===== src/rtl/lease_pkg.sv =====
package lease_pkg;

  typedef enum logic [1:0] {
    PUSH_NONE  = 2'd0,
    PUSH_TAKE  = 2'd1,
    PUSH_FULL  = 2'd2,
    PUSH_CLASH = 2'd3
  } push_outcome_e;

endpackage


===== src/rtl/lease_ctrl.sv =====
module lease_ctrl
  import lease_pkg::*;
#(
  parameter int DEPTH = 4,
  parameter int SP_W  = $clog2(DEPTH + 1)
) (
  input  logic            clk,
  input  logic            rst_n,
  input  logic            push_valid,
  input  logic            top_zero,
  output logic            push_take,
  output logic            pop,
  output logic            push_reject,
  output logic [SP_W-1:0] sp
);

  localparam logic [SP_W-1:0] SP_FULL = SP_W'(DEPTH);

  push_outcome_e outcome;
  logic          active;
  logic          full;
  logic [SP_W-1:0] sp_n;

  assign active = (sp != '0);
  assign full   = (sp == SP_FULL);
  assign pop    = active && top_zero;

  always_comb begin
    if (!push_valid)  outcome = PUSH_NONE;
    else if (pop)     outcome = PUSH_CLASH;
    else if (full)    outcome = PUSH_FULL;
    else              outcome = PUSH_TAKE;
  end

  assign push_take   = (outcome == PUSH_TAKE);
  assign push_reject = (outcome == PUSH_FULL) || (outcome == PUSH_CLASH);

  always_comb begin
    sp_n = sp;
    if (pop)            sp_n = sp - 1'b1;
    else if (push_take) sp_n = sp + 1'b1;
  end

  always_ff @(posedge clk) begin
    if (!rst_n) sp <= '0;
    else        sp <= sp_n;
  end

  assert_sp_bound_R4: assert property (@(posedge clk) disable iff (!rst_n)
    sp <= SP_FULL);

  assert_pop_step_R4: assert property (@(posedge clk) disable iff (!rst_n)
    pop |=> sp == $past(sp) - 1'b1);

  assert_push_step_R4: assert property (@(posedge clk) disable iff (!rst_n)
    push_take |=> sp == $past(sp) + 1'b1);

  assert_full_reject_R7: assert property (@(posedge clk) disable iff (!rst_n)
    (push_valid && full) |-> (push_reject && !push_take));

  assert_clash_R8: assert property (@(posedge clk) disable iff (!rst_n)
    (push_valid && pop) |-> (push_reject && !push_take));

endmodule


===== src/rtl/lease_slot.sv =====
module lease_slot #(
  parameter int IDX    = 0,
  parameter int SP_W   = 3,
  parameter int TIME_W = 12,
  parameter int PC_W   = 16,
  parameter int ADDR_W = 16
) (
  input  logic              clk,
  input  logic              rst_n,
  input  logic [SP_W-1:0]   sp,
  input  logic              push_take,
  input  logic              pop,
  input  logic [TIME_W-1:0] push_time,
  input  logic [PC_W-1:0]   push_pc,
  input  logic [ADDR_W-1:0] push_base,
  input  logic [ADDR_W-1:0] push_mask,
  output logic [TIME_W-1:0] cnt,
  output logic [PC_W-1:0]   pc,
  output logic [ADDR_W-1:0] base,
  output logic [ADDR_W-1:0] mask
);

  localparam logic [SP_W-1:0] MY_LOAD = SP_W'(IDX);
  localparam logic [SP_W-1:0] MY_TOP  = SP_W'(IDX + 1);

  function automatic logic [TIME_W-1:0] count_down(input logic [TIME_W-1:0] v);
    return v - 1'b1;
  endfunction

  logic is_top;
  logic load;

  assign is_top = (sp == MY_TOP);
  assign load   = push_take && (sp == MY_LOAD);

  always_ff @(posedge clk) begin
    if (!rst_n) begin
      cnt  <= '0;
      pc   <= '0;
      base <= '0;
      mask <= '0;
    end else if (load) begin
      cnt  <= push_time;
      pc   <= push_pc;
      base <= push_base;
      mask <= push_mask;
    end else if (is_top && !pop) begin
      cnt  <= count_down(cnt);
    end
  end

  assert_frozen_R9: assert property (@(posedge clk) disable iff (!rst_n)
    (!is_top && !load) |=> $stable(cnt));

endmodule


===== src/rtl/lease_region.sv =====
module lease_region #(
  parameter int ADDR_W = 16
) (
  input  logic              active,
  input  logic              st_req,
  input  logic [ADDR_W-1:0] st_addr,
  input  logic [ADDR_W-1:0] base,
  input  logic [ADDR_W-1:0] mask,
  output logic              st_we
);

  function automatic logic window_hit(input logic [ADDR_W-1:0] a,
                                      input logic [ADDR_W-1:0] b,
                                      input logic [ADDR_W-1:0] m);
    return ((a ^ b) & m) == '0;
  endfunction

  logic hit;
  assign hit   = window_hit(st_addr, base, mask);
  assign st_we = st_req && (!active || hit);

endmodule


===== src/rtl/lease_unit.sv =====
module lease_unit #(
  parameter int DEPTH  = 4,
  parameter int TIME_W = 12,
  parameter int PC_W   = 16,
  parameter int ADDR_W = 16,
  localparam int SP_W  = $clog2(DEPTH + 1)
) (
  input  logic              clk,
  input  logic              rst_n,
  input  logic              push_valid,
  input  logic [TIME_W-1:0] push_time,
  input  logic [PC_W-1:0]   push_pc,
  input  logic [ADDR_W-1:0] push_base,
  input  logic [ADDR_W-1:0] push_mask,
  input  logic [PC_W-1:0]   pc_next,
  input  logic              st_req,
  input  logic [ADDR_W-1:0] st_addr,
  output logic [PC_W-1:0]   pc_fetch,
  output logic              pc_override,
  output logic              st_we,
  output logic              push_reject,
  output logic [SP_W-1:0]   depth,
  output logic [TIME_W-1:0] top_remaining
);

  logic [TIME_W-1:0] cnt_a  [DEPTH];
  logic [PC_W-1:0]   pc_a   [DEPTH];
  logic [ADDR_W-1:0] base_a [DEPTH];
  logic [ADDR_W-1:0] mask_a [DEPTH];

  logic [SP_W-1:0]   sp;
  logic              push_take;
  logic              expire_evt;
  logic              lease_active;
  logic [TIME_W-1:0] top_cnt;
  logic [PC_W-1:0]   top_pc;
  logic [ADDR_W-1:0] top_base;
  logic [ADDR_W-1:0] top_mask;
  logic              top_zero;

  lease_ctrl #(.DEPTH(DEPTH), .SP_W(SP_W)) u_ctrl (
    .clk        (clk),
    .rst_n      (rst_n),
    .push_valid (push_valid),
    .top_zero   (top_zero),
    .push_take  (push_take),
    .pop        (expire_evt),
    .push_reject(push_reject),
    .sp         (sp)
  );

  for (genvar g = 0; g < DEPTH; g++) begin : g_slot
    lease_slot #(
      .IDX(g), .SP_W(SP_W), .TIME_W(TIME_W), .PC_W(PC_W), .ADDR_W(ADDR_W)
    ) u_slot (
      .clk      (clk),
      .rst_n    (rst_n),
      .sp       (sp),
      .push_take(push_take),
      .pop      (expire_evt),
      .push_time(push_time),
      .push_pc  (push_pc),
      .push_base(push_base),
      .push_mask(push_mask),
      .cnt      (cnt_a[g]),
      .pc       (pc_a[g]),
      .base     (base_a[g]),
      .mask     (mask_a[g])
    );
  end

  always_comb begin
    top_cnt  = '0;
    top_pc   = '0;
    top_base = '0;
    top_mask = '0;
    for (int i = 0; i < DEPTH; i++) begin
      if (sp == SP_W'(i + 1)) begin
        top_cnt  = cnt_a[i];
        top_pc   = pc_a[i];
        top_base = base_a[i];
        top_mask = mask_a[i];
      end
    end
  end

  assign lease_active  = (sp != '0);
  assign top_zero      = (top_cnt == '0);
  assign pc_override   = expire_evt;
  assign pc_fetch      = expire_evt ? top_pc : pc_next;
  assign depth         = sp;
  assign top_remaining = top_cnt;

  lease_region #(.ADDR_W(ADDR_W)) u_region (
    .active (lease_active),
    .st_req (st_req),
    .st_addr(st_addr),
    .base   (top_base),
    .mask   (top_mask),
    .st_we  (st_we)
  );

  assert_idle_pass_R5: assert property (@(posedge clk) disable iff (!rst_n)
    !lease_active |-> (st_we == st_req));

  assert_we_subset_R6: assert property (@(posedge clk) disable iff (!rst_n)
    st_we |-> st_req);

  assert_override_zero_R2: assert property (@(posedge clk) disable iff (!rst_n)
    pc_override |-> (lease_active && top_remaining == '0));

  assert_idle_remaining_R10: assert property (@(posedge clk) disable iff (!rst_n)
    !lease_active |-> (top_remaining == '0 && !pc_override));

endmodule


===== config.mk =====
export PLATFORM = sky130hd
export DESIGN_NAME = lease_unit
export DESIGN_NICKNAME = d
export VERILOG_FILES = /design/src/rtl/lease_pkg.sv /design/src/rtl/lease_ctrl.sv /design/src/rtl/lease_slot.sv /design/src/rtl/lease_region.sv /design/src/rtl/lease_unit.sv
export SDC_FILE = /design/constraint.sdc
export NUM_CORES = 1
export LEC_CHECK = 0
export BUFFER_PORTS_ARGS = -buffer_cell sky130_fd_sc_hd__buf_2
export CAP_MARGIN = 40
export CORE_AREA = 2 2 165 167
export CTS_BUF_LIST = sky130_fd_sc_hd__clkbuf_4
export DETAILED_ROUTE_END_ITERATION = 8
export DIE_AREA = 0 0 167 169
export PLACE_DENSITY = 0.61
export REMOVE_ABC_BUFFERS = 1
export SYNTH_ARGS = -nofsm -noshare
export SYNTH_HDL_FRONTEND = slang
export SYNTH_SLANG_ARGS = --single-unit

===== constraint.sdc =====
create_clock -name clk -period 5.4 [get_ports clk]
set_clock_uncertainty 0.2 [all_clocks]
set_input_delay 0.81 -clock clk [delete_from_list [all_inputs] [get_ports clk]]
set_output_delay 0.81 -clock clk [all_outputs]
set_load 0.005 [all_outputs]

==> results by group <==
Logic synthesis
  – Top-count cell post-synth: nand2_1
  – Synth cell count leaders: nand2_1 (303), dfxtp_1 (243), a21oi_1 (216)
  – Synthesized area: about 0.012 mm²
  – Register area share after synthesis: roughly two fifths
  – Unique masters post-synth: 65
  – Synth top area share: between 40% and 50%
  – Synth area leaders: dfxtp_1 (41%), nand2_1 (9.7%), a21oi_1 (9.2%)
  – Syn avg cell area: approximately 8 µm²
  – Yosys reg bits: around 240
  – Cells after synthesis: between 1.5k and 2k
  – Main synth FF type: dfxtp_1
  – Ys Warns: 0
  – Yosys top cell by area: dfxtp_1
  – Post-synth EDFFs: 0
  – Ys async rst share: 0%

Global routing
  – Initial antenna violation count: 2
  – First-pass GRT wire length: 59600 µm
  – Vias in the first global route: between 10k and 15k
  – GRT Util Overall: 26.1%
  – Grt ovf: 0
  – Largest net degree at the start of global routing: between 100 and 150

Power
  – Max VDD drop: ~0.25 mV
  – Pwr dens: between 500 and 600 mW/mm²
  – Leak Pwr: roughly 0.0050 µW
  – Switch share: roughly 42%
  – Sequential fraction of design power: around 35%
  – Net switching power: slightly below 3000 µW
  – P_int: between 3000 and 4000 µW
  – Combinational group share of total power: 40.7%
  – Clock power frac: between 20 and 25%

Status
  – Run status: completed

Worst setup path
  – Slowest CP cell: ha_1
  – Crit path max-delay family: simple AND/OR/NAND/NOR gates
  – CP startpoint kind: flop
  – Bufs and invs on worst path: 4
  – CP max stage delay: between 0.7 and 0.8 ns
  – Crit path capture type: output port
  – Crit Path Max Fanout: 29
  – Kind of critical path: reg -> out
  – Cells along the critical path: inv_1 -> ha_1 -> nor3b_2 -> a21oi_1 -> a21oi_1 -> nor4_2 -> buf_4 -> nand2_2 -> buf_4 -> nand2_1 -> o21ai_0 -> buf_2
  – Critical path data required time: about 4.4 ns
  – Arr. time, crit path: ~4 ns

Layout
  – Layout Cells excl Fill: 2012
  – Area delta synth->final: 15.5%
  – Layout Utilization: 51.4%
  – Layout cells sized above 1: 18.1%
  – NumNets Final: 1731
  – Post-route cell area: 0.0136 mm²

Floorplan
  – Core area: about 0.027 mm²
  – Row count: 60
  – Die extent in x: 167 µm
  – Initial Utilization: approximately 44%
  – Top-Level Pins: between 100 and 150
  – Die H: 169 µm
  – Die ar.: between 0.02 and 0.03 mm²

Route
  – Post-route ant nets: 0
  – Drt wl/cell: ~19 µm
  – First-pass DRT Iterations: 6
  – Iteration-0 DRC Markers: 1129
  – Post-Route WL: 37800 µm
  – DRC Markers: 0
  – Vias: 11.7k
  – Via/cell ratio: around 6

STA
  – RSZ-0062 raised after global routing: false
  – Setup Viol. Count Final: 0
  – Final Cycle Share: between 90% and 100%
  – Max-slew violation count: 0
  – Period minus WS final: between 5 and 6 ns
  – Final hold violations: 0
  – Fmax: 198 MHz
  – Worst-Margin Slew: around 0.81 ns
  – Slew headroom: 45.7%

Placed design
  – Post-DP HPWL: between 20000 and 25000 µm
  – Gpl congestion: 0.899
  – Port bufs: ~130
  – Area after DPL: ~0.013 mm²
  – Cell count after placement: between 1.5k and 2k

Run
  – Max-cap violation count: 0

Clocking
  – Clock buffer depth: 3
  – Clock sinks: about 240
  – CTS tree: built
  – Clock Pin Slew Worst Setup and Hold Paths: ~0.060 ns
  – Root Driver: clkbuf_4
  – CTS buffer count: 69
  – Clock Latency Late Sink: 0.65 ns
  – H-Tree Depth: 3

Min path
  – Hold crit path type: in -> reg
## sequential cells by signal (all words and copies together), names as in the netlist
register,cells
g_slot.u_slot.mask,64
g_slot.u_slot.cnt,48
g_slot.u_slot.pc,64
g_slot.u_slot.base,64
u_ctrl.sp,3
## cells by family after synthesis
group / Yosys count / share of synthesized area (%)
AO/OA/AOI/OAI: 498 / 25.4
XOR/XNOR: 54 / 4.01
adder cells (fa/ha/maj): 10 / 1.06
buffers and inverters: 139 / 4.84
flip-flops: 243 / 41.3
multiplexers: 49 / 4.16
AND/OR/NAND/NOR: 521 / 19.2
## timing repair
item                       4_1_cts  5_1_grt
hold buffers                     0        0
gates resized for setup          0        1
setup buffers                    0        0
setup endpoints to repair        0       10
## cells in the final DEF, fill, tap and decap left out, types with 11 or more instances in the layout
cell type	count
a22oi_1	44
xor2_1	43
o21ai_0	102
or3_1	15
a31oi_1	16
a221oi_1	19
dfxtp_1	243
o22ai_1	11
nand2_1	301
clkbuf_4	103
buf_2	129
o21ai_1	14
inv_1	13
a21oi_1	214
nor2_1	103
xnor2_1	11
nor3_1	30
mux2i_1	49
buf_4	28
o31ai_1	20
## layout make-up
class	instances	area [µm²]
timing repair buffer	162	955
tap	341	427
multi-input combinational	1133	6440
sequential	243	4860
antenna	2	5.00
fill	2628	12900
clock inverter	12	83.8
inverter	16	65.1
clock buffer	103	773
## routing by layer
metal	wire [µm]	global-route usage (%)
met5	0	0
met2	17700	42.0
met3	2430	4.93
met1	16700	35.3
met4	943	9.07
## power groups by stage
stage	combinational [µW]	clock, µW	sequential (µW)
after floorplan	1680	0	2300
after global placement	2680	0	2380
after detailed placement	2740	0	2380
after CTS	2750	1740	2340
after global routing	3060	1840	2380
final	2770	1690	2350
## worst paths after layout
path / startpoint / slack (ns) / cells after the start / to
worst max-delay path: u_ctrl.sp[0]$_SDFFE_PN0P_ / 0.35 / 12 / pc_fetch[14]
worst min-delay path: push_mask[4] / 0.21 / 3 / g_slot[2].u_slot.mask[4]$_SDFFE_PN0P_
worst max register to register: u_ctrl.sp[0]$_SDFFE_PN0P_ / 1.12 / 13 / u_ctrl.sp[2]$_SDFFE_PN0P_
worst min register to register: g_slot[0].u_slot.base[13]$_SDFFE_PN0P_ / 0.25 / 2 / g_slot[0].u_slot.base[13]$_SDFFE_PN0P_
## worst register-to-register path, delay by kind of cell (launching register included)
| kind | cells | cell delay (ns) |
|---|---|---|
| fa+ha+maj | 1 | 0.51 |
| simple gates | 4 | 1.07 |
| compound gates | 2 | 0.45 |
| mux | 1 | 0.20 |
| buf+inv | 5 | 1.45 |
| flops | 1 | 0.33 |
## through the flow
stage	setup TNS, ns	setup slack [ns]	power, µW	hold slack [ns]
after floorplan	-194.70	-1.96	3990	0.236
after global placement	0	0.873	5050	0.242
after detailed placement	0	0.858	5120	0.248
after CTS	0	0.147	6830	0.166
after global routing	0	0.0355	7280	0.177
final	0	0.346	6820	0.209
No activity file was read; power rests on OpenSTA's default activity.
